File: config.mk
export PLATFORM = sky130hd
export DESIGN_NAME = baud_gen_top
export DESIGN_NICKNAME = d
export VERILOG_FILES = /design/src/rtl/baud_pkg.sv /design/src/rtl/baud_tc_reg.sv /design/src/rtl/baud_half_ctr.sv /design/src/rtl/baud_mode_div.sv /design/src/rtl/baud_gen_top.sv
export SDC_FILE = /design/constraint.sdc
export NUM_CORES = 1
export LEC_CHECK = 0
export ABC_AREA = 1
export CAP_MARGIN = 20
export CORE_ASPECT_RATIO = 2
export CORE_MARGIN = 2
export CORE_UTILIZATION = 25
export DETAILED_ROUTE_END_ITERATION = 10
export HOLD_SLACK_MARGIN = 0.06
export SETUP_SLACK_MARGIN = 0.05
export SYNTH_ARGS = -nofsm -noshare
export SYNTH_HDL_FRONTEND = slang
export SYNTH_SLANG_ARGS = --single-unit
File: constraint.sdc
create_clock -name clk_i -period 1.75 [get_ports clk_i]
set_input_delay 0.175 -clock clk_i [delete_from_list [all_inputs] [get_ports clk_i]]
set_output_delay 0.175 -clock clk_i [all_outputs]
set_load 0.01 [all_outputs]
File: src/rtl/baud_pkg.sv
package baud_pkg;
  typedef enum logic [1:0] {
    MODE_X1  = 2'b00,
    MODE_X16 = 2'b01,
    MODE_X32 = 2'b10,
    MODE_X64 = 2'b11
  } clk_mode_e;

  localparam int unsigned MAX_MULT = 64;
  localparam int unsigned DIV_W    = $clog2(MAX_MULT);

  function automatic logic [DIV_W-1:0] mode_last(input clk_mode_e m);
    case (m)
      MODE_X1:  mode_last = DIV_W'(0);
      MODE_X16: mode_last = DIV_W'(15);
      MODE_X32: mode_last = DIV_W'(31);
      default:  mode_last = DIV_W'(63);
    endcase
  endfunction
endpackage

File: src/rtl/baud_tc_reg.sv
module baud_tc_reg #(
  parameter int unsigned TC_W     = 16,
  parameter int unsigned BYTE_W   = 8,
  parameter logic [TC_W-1:0] TC_RESET = '0
) (
  input  logic              clk_i,
  input  logic              rst_ni,
  input  logic [BYTE_W-1:0] lo_i,
  input  logic              lo_we_i,
  input  logic [BYTE_W-1:0] hi_i,
  input  logic              hi_we_i,
  output logic [TC_W-1:0]   tc_o
);
  localparam int unsigned HI_W = TC_W - BYTE_W;

  always_ff @(posedge clk_i or negedge rst_ni) begin
    if (!rst_ni) begin
      tc_o <= TC_RESET;
    end else begin
      if (lo_we_i) tc_o[BYTE_W-1:0]    <= lo_i;
      if (hi_we_i) tc_o[TC_W-1:BYTE_W] <= hi_i[HI_W-1:0];
    end
  end

  p_lo_load_r3: assert property (@(posedge clk_i) disable iff (!rst_ni)
    lo_we_i |=> tc_o[BYTE_W-1:0] == $past(lo_i));
  p_hi_keep_lo_r3: assert property (@(posedge clk_i) disable iff (!rst_ni)
    (hi_we_i && !lo_we_i) |=> $stable(tc_o[BYTE_W-1:0]));
endmodule

File: src/rtl/baud_half_ctr.sv
module baud_half_ctr #(
  parameter int unsigned TC_W = 16,
  parameter logic [TC_W-1:0] TC_RESET = '0
) (
  input  logic            clk_i,
  input  logic            rst_ni,
  input  logic            en_i,
  input  logic [TC_W-1:0] tc_i,
  output logic            gen_clk_o,
  output logic            rise_o
);
  localparam int unsigned CNT_W = TC_W + 1;

  logic [CNT_W-1:0] cnt_q;
  logic [CNT_W-1:0] reload;
  logic             expire;

  // half-period spans reload..0 = TC + 2 cycles
  assign reload = {1'b0, tc_i} + CNT_W'(1);
  assign expire = (cnt_q == '0);

  always_ff @(posedge clk_i or negedge rst_ni) begin
    if (!rst_ni) begin
      cnt_q     <= {1'b0, TC_RESET} + CNT_W'(1);
      gen_clk_o <= 1'b0;
      rise_o    <= 1'b0;
    end else if (!en_i) begin
      cnt_q     <= reload;
      gen_clk_o <= 1'b0;
      rise_o    <= 1'b0;
    end else if (expire) begin
      cnt_q     <= reload;
      gen_clk_o <= ~gen_clk_o;
      rise_o    <= ~gen_clk_o;
    end else begin
      cnt_q     <= cnt_q - CNT_W'(1);
      rise_o    <= 1'b0;
    end
  end

  p_idle_low_r5: assert property (@(posedge clk_i) disable iff (!rst_ni)
    !en_i |=> !gen_clk_o);
  p_no_mid_toggle_r2: assert property (@(posedge clk_i) disable iff (!rst_ni)
    (en_i && !expire) |=> $stable(gen_clk_o));
  p_rise_tracks_r7: assert property (@(posedge clk_i) disable iff (!rst_ni)
    rise_o |-> (gen_clk_o && !$past(gen_clk_o)));
endmodule

File: src/rtl/baud_mode_div.sv
module baud_mode_div
  import baud_pkg::*;
(
  input  logic      clk_i,
  input  logic      rst_ni,
  input  logic      en_i,
  input  logic      rise_i,
  input  clk_mode_e mode_i,
  output logic      stb_o
);
  logic [DIV_W-1:0] div_q;
  logic [DIV_W-1:0] last;

  assign last = mode_last(mode_i);

  always_ff @(posedge clk_i or negedge rst_ni) begin
    if (!rst_ni) begin
      div_q <= '0;
      stb_o <= 1'b0;
    end else if (!en_i) begin
      div_q <= '0;
      stb_o <= 1'b0;
    end else if (rise_i) begin
      // >= keeps a count wrapping after a switch to a smaller mode
      if (div_q >= last) begin
        div_q <= '0;
        stb_o <= 1'b1;
      end else begin
        div_q <= div_q + DIV_W'(1);
        stb_o <= 1'b0;
      end
    end else begin
      stb_o <= 1'b0;
    end
  end

  p_stb_width_r7: assert property (@(posedge clk_i) disable iff (!rst_ni)
    stb_o |=> !stb_o);
  p_stb_after_rise_r7: assert property (@(posedge clk_i) disable iff (!rst_ni)
    stb_o |-> $past(rise_i));
endmodule

File: src/rtl/baud_gen_top.sv
module baud_gen_top
  import baud_pkg::*;
#(
  parameter int unsigned TC_W     = 16,
  parameter int unsigned BYTE_W   = 8,
  parameter logic [TC_W-1:0] TC_RESET = '0
) (
  input  logic              clk_i,
  input  logic              rst_ni,
  input  logic              en_i,
  input  logic [BYTE_W-1:0] tc_lo_i,
  input  logic              tc_lo_we_i,
  input  logic [BYTE_W-1:0] tc_hi_i,
  input  logic              tc_hi_we_i,
  input  logic [1:0]        mode_i,
  output logic              gen_clk_o,
  output logic              bit_stb_o
);
  logic [TC_W-1:0] tc;
  logic            rise;

  baud_tc_reg #(.TC_W(TC_W), .BYTE_W(BYTE_W), .TC_RESET(TC_RESET)) u_tc (
    .clk_i, .rst_ni,
    .lo_i(tc_lo_i), .lo_we_i(tc_lo_we_i),
    .hi_i(tc_hi_i), .hi_we_i(tc_hi_we_i),
    .tc_o(tc)
  );

  baud_half_ctr #(.TC_W(TC_W), .TC_RESET(TC_RESET)) u_ctr (
    .clk_i, .rst_ni, .en_i,
    .tc_i(tc), .gen_clk_o, .rise_o(rise)
  );

  baud_mode_div u_div (
    .clk_i, .rst_ni, .en_i,
    .rise_i(rise), .mode_i(clk_mode_e'(mode_i)), .stb_o(bit_stb_o)
  );

  p_stb_off_r5: assert property (@(posedge clk_i) disable iff (!rst_ni)
    !en_i |=> !bit_stb_o);
endmodule

Word-level counts from Yosys, hierarchy flattened --
Cells that the tools add are included.
Operators by class: add/subtract/negate cells 3, order comparisons 1, equal/unequal tests 4, multiplexer cells 13, bitwise operators 1, reductions and logical operators 2
Operator list (count):
- 17-bit two-way mux | 2
- 6-bit two-way mux | 3
- 6-bit case mux with 3 select lines | 1
- 16-bit by 1-bit adder with 17-bit output, second input constant | 1
- 17-bit zero test | 1
- 17-bit by 1-bit subtractor with 17-bit output, second input constant | 1
- 1-bit two-way mux | 7
- 6-bit by 1-bit adder with 6-bit output, second input constant | 1
- 6-bit >= comparator | 1
- 2-bit by 1-bit != test with 1-bit output, second input constant | 2
- 2-bit by 1-bit equality test with 1-bit output, second input constant | 1
- 2-bit equality test, second input constant | 1
- 2-bit zero test | 1
- 1-bit NOT | 1
Storage, ports and cells: flip-flop bits (word level) 42, input bits 23, output and inout bits 2, logic and storage cells 31

Depth between registers and ports, before layout --
depth after elaboration 6, mapped depth 11, gate-level depth less buffers 10

Cells and area by module --
Synthesis repeated with hierarchy kept, for this count alone.
Unflattened totals: cell total of the unflattened synthesis 369, area total of the unflattened synthesis 2651.3 µm²
Modules (own cells, without submodules):
- baud_half_ctr | instances 1, cells each 231, area each 1515.2 µm²
- baud_tc_reg | instances 1, cells each 68, area each 610.6 µm²
- baud_mode_div | instances 1, cells each 70, area each 525.5 µm²

Least setup slack after synthesis --
OpenSTA, ideal clock, no wires.
path type register to register, start reg u_ctr.cnt_q[0], end reg u_ctr.cnt_q[6], arrival 1.317 ns, setup slack 0.313 ns, stages on the path, launching flop included 8, period minus slack after synthesis 1.437 ns, path through dfstp_2 > inv_1 > ha_1 > nand2_1 > nor2_1 > xor2_1 > o21ai_0 > inv_1
Between the ends: word-level cells in the longest chain between the ends 3
Ends and longest elaborated chain:
- from (decl) | line baud_half_ctr.sv:14 | logic [CNT_W-1:0] cnt_q;
- from (signal assigned) | line baud_half_ctr.sv:24 | cnt_q <= {1'b0, TC_RESET} + CNT_W'(1);
- from (signal assigned) | line baud_half_ctr.sv:28 | cnt_q <= reload;
- from (signal assigned) | line baud_half_ctr.sv:32 | cnt_q <= reload;
- 17-bit by 1-bit subtractor with 17-bit output / 17-bit zero test (equally long branches) | line baud_half_ctr.sv:36, baud_half_ctr.sv:20
- 17-bit two-way mux (*) | line baud_half_ctr.sv:31 | end else if (expire) begin
- 17-bit two-way mux (*) | line baud_half_ctr.sv:27 | end else if (!en_i) begin
Mark *: on every way between the ends. The rest lies on a longest branch, timed or not. A chain may end at the register's enable or synchronous reset.

Worst setup path after layout --
Same ends and word-level chain as after synthesis.

==> impl_metrics.py <==
metrics = {
    "clocking": {
        "tritoncts": "done",
        "cts_htree_levels": 2,
        "cts.reportedPaths.clkPinSlew_ns": 0.06,
        "root_buffer": "clkbuf_16",
        "clkSinkCount": 42,
        "cts_max_path_buffers": 2,
        "post-cts-setup-buffers": 0,
        "worst_skew_pair.late_latency_ns": 0.29,
        "cts_buffers": 5,
    },
    "final_layout": {
        "stdcell_count": 501,
        "fillerInstances": 1126,
        "nets": 395,
        "antennaDiodeCount": 0,
        "areaGrowthSynthToFinish_pct": 22.6,
        "post-route-cell-area_mm2": 0.00311,
        "drive_above_1_share_pct": 10.7,
    },
    "pwr": {
        "p_leak_nw": 1.45,
        "pwr_density_cell_mw_per_mm2": 845,
        "vdd_drop_max_mv": 0.628,
    },
    "global_route": {
        "grt_max_degree": 43,
        "antenna_found_initial": 0,
        "grt_overflow_total": 0,
        "grt_pass1_wl_mm": 9.91,
        "gr-usage-all-layers_pct": 11.8,
        "grt_pass1_vias": 2217,
    },
    "placement": {
        "place_inst": 492,
        "placed_area_mm2": 0.00295,
        "gp_congestion": 0.772,
        "dpl.hpwl_mm": 4.50,
        "port_buffers": 24,
    },
    "setup_path": {
        "crit_fanout": 3,
        "cp-startpoint": "u_ctr.cnt_q[0]",
        "required_ns": 1.94,
        "worst-r2r-cell-count": 7,
        "critPathKind": "reg2reg",
        "r2r_slack_ns": 0.20,
        "r2r_start": "u_ctr.cnt_q[0]",
        "cp-endpoint": "u_ctr.cnt_q[6]",
        "crit_path_start_kind": "register",
        "regToRegEndpoint": "u_ctr.cnt_q[6]",
        "worstPathArrival_ns": 1.74,
        "end_kind": "register",
    },
    "timing": {
        "rsz0062_at_grt": "no",
        "worstMarginPinSlew_ns": 0.555,
        "finalSetupViolCount": 0,
        "min_period_ns": 1.55,
        "hold_viol_final": 0,
        "final_max_slew_viol_count": 0,
        "skew_ns": 0.00334,
        "max-slew-margin-rel_pct": 63.0,
        "min_period_over_period_pct": 88.8,
        "fmax_mhz": 644,
        "fin_tns_setup_ns": 0,
    },
    "routing": {
        "vias": 2122,
        "wl_mm": 5.63,
        "highest_layer": "met4",
        "drc": 0,
        "post_drt_wl_per_cell_um": 11.2,
        "vias_per_cell": 4.24,
        "drt_iter0_markers": 59,
        "wl_met1_mm": 1.92,
        "ant_nets": 0,
        "first_pass_iters": 5,
        "met3_wirelength_um": 94,
        "route.met2.wl_mm": 3.48,
    },
    "synth": {
        "seq_area_frac_synth_pct": 41.4,
        "yosysMostFrequentCell": "nand2_1",
        "ys.flop_type": "dfrtp_1",
        "synth_common_cells": "nand2_1, inv_1, dfrtp_1",
        "synth_cells": 333,
        "synthesis.area_mm2": 0.00254,
        "synth_top_area_cell": "dfrtp_1",
        "synth-edff-count": 0,
        "async_reset_ff_share_pct": 100,
        "synth-seq-cells": 42,
        "yosys-top-cells-area": "dfrtp_1, nand2_1, inv_1",
        "synth_fp_nets": 363,
        "yosysUniqueCellTypes": 23,
        "synth.top_cell.area_share_pct": 40.4,
        "yosysWarningCount": 0,
        "avgSynthCellArea_um2": 7.63,
    },
    "floorplanning": {
        "rows": 52,
        "core-area_mm2": 0.0100,
        "die_w_um": 75.3,
        "start_util_pct": 25.4,
        "die_h_um": 147,
        "dieArea_mm2": 0.0110,
        "io_pins": 25,
    },
    "run": {
        "cap_violations": 0,
    },
    "outcome": {
        "status": "finished clean",
    },
    "min_path": {
        "timing.hold.worst.class": "in2reg",
    },
}
cell families (layout without fill, tap and decap cells):
family / after synthesis / count (layout) / synth area share [%]
muxes: 3 / 3 / 1.33
DFF: 42 / 42 / 41.4
AOI/OAI and AO/OA: 36 / 36 / 7.98
adders and majority gates: 7 / 7 / 3.45
and+or+nand+nor: 176 / 176 / 30.5
xor gates and xnor gates: 21 / 21 / 7.24
buffers and inverters: 48 / 81 / 8.07
where the power goes:
group	total, mW	leakage [nW]	switching, mW	internal [mW]
sequential	1.17	0.524	0.0999	1.07
clock	0.947	0.0704	0.411	0.536
combinational	0.513	0.855	0.290	0.223
total	2.63	1.45	0.801	1.83
flip-flops by register name, indices dropped and copies added (netlist names):
signal           count
u_div.div_q          6
u_tc.tc_o           16
u_ctr.rise_o         1
u_div.stb_o          1
u_ctr.cnt_q         17
u_ctr.gen_clk_o      1
stage by stage:
| step | worst slack (ns) | util, % | power [mW] | hold WS, ns |
|---|---|---|---|---|
| final | 0.196 | 31.1 | 2.63 | 0.438 |
| after global routing | 0.0516 | 31.1 | 2.78 | 0.478 |
| after CTS | 0.150 | 31.1 | 2.68 | 0.435 |
| after detailed placement | 0.0291 | 29.5 | 1.71 | 0.289 |
| after global placement | 0.100 | 29.5 | 1.69 | 0.285 |
| after floorplan | 0.313 | - | 1.53 | -0.121 |
worst min path at each step:
| stage | end | slack, ns | cells after the start | from |
|---|---|---|---|---|
| CTS | u_tc.tc_o[3] | 0.44 | 3 | tc_lo_i[3] |
| detailed placement | u_tc.tc_o[15] | 0.29 | 2 | rst_ni |
| floorplan | u_ctr.cnt_q[10] | -0.12 | 0 | rst_ni |
| finish | u_tc.tc_o[3] | 0.44 | 3 | tc_lo_i[3] |
| global route | u_tc.tc_o[4] | 0.48 | 3 | tc_lo_i[4] |
| global placement | u_tc.tc_o[11] | 0.29 | 2 | rst_ni |
repair_timing:
action | CTS | global route
hold buffers | 1 | 0
setup endpoints to repair | 0 | 1
gates resized for setup | 0 | 1
endpoints found under the hold margin | 41 | 0
area by class of cell:
cell class                 instances  area [µm²]  share of cell area, %
multi-input combinational        243        1280                   41.2
sequential                        42        1050                   33.8
timing repair buffer              30         295                   9.48
tap                              135         169                   5.42
inverter                          43         164                   5.26
clock buffer                       5         125                   4.02
clock inverter                     3        25.0                  0.804
worst max-delay path: stages, from the launching register on:
cell,delay [ns]
dfstp_2,0.53
inv_1,0.06
ha_1,0.22
nand2_1,0.16
nor2_1,0.14
xor2_1,0.16
o21ai_1,0.13
inv_1,0.05
cell usage in the layout (no fill, tap or decap), types with 5 or more instances in the layout:
| master | count |
|---|---|
| nand2_2 | 5 |
| o21ai_0 | 23 |
| nor2_1 | 34 |
| nand3_1 | 27 |
| a21oi_1 | 6 |
| o21ai_2 | 6 |
| ha_1 | 7 |
| clkdlybuf4s50_1 | 23 |
| clkbuf_16 | 5 |
| nand2_1 | 91 |
| dfrtp_1 | 41 |
| nand4_1 | 7 |
| xnor2_1 | 6 |
| inv_1 | 42 |
| xor2_1 | 15 |
metal layers:
metal  global-route usage, %  vias to the layer above
met5                       0                        -
met4                    5.26                        0
met3                    1.86                        7
met2                    23.0                       24
met1                    11.1                      983
li1                        -                     1108
Note: power is estimated with default switching activity, not from simulation.
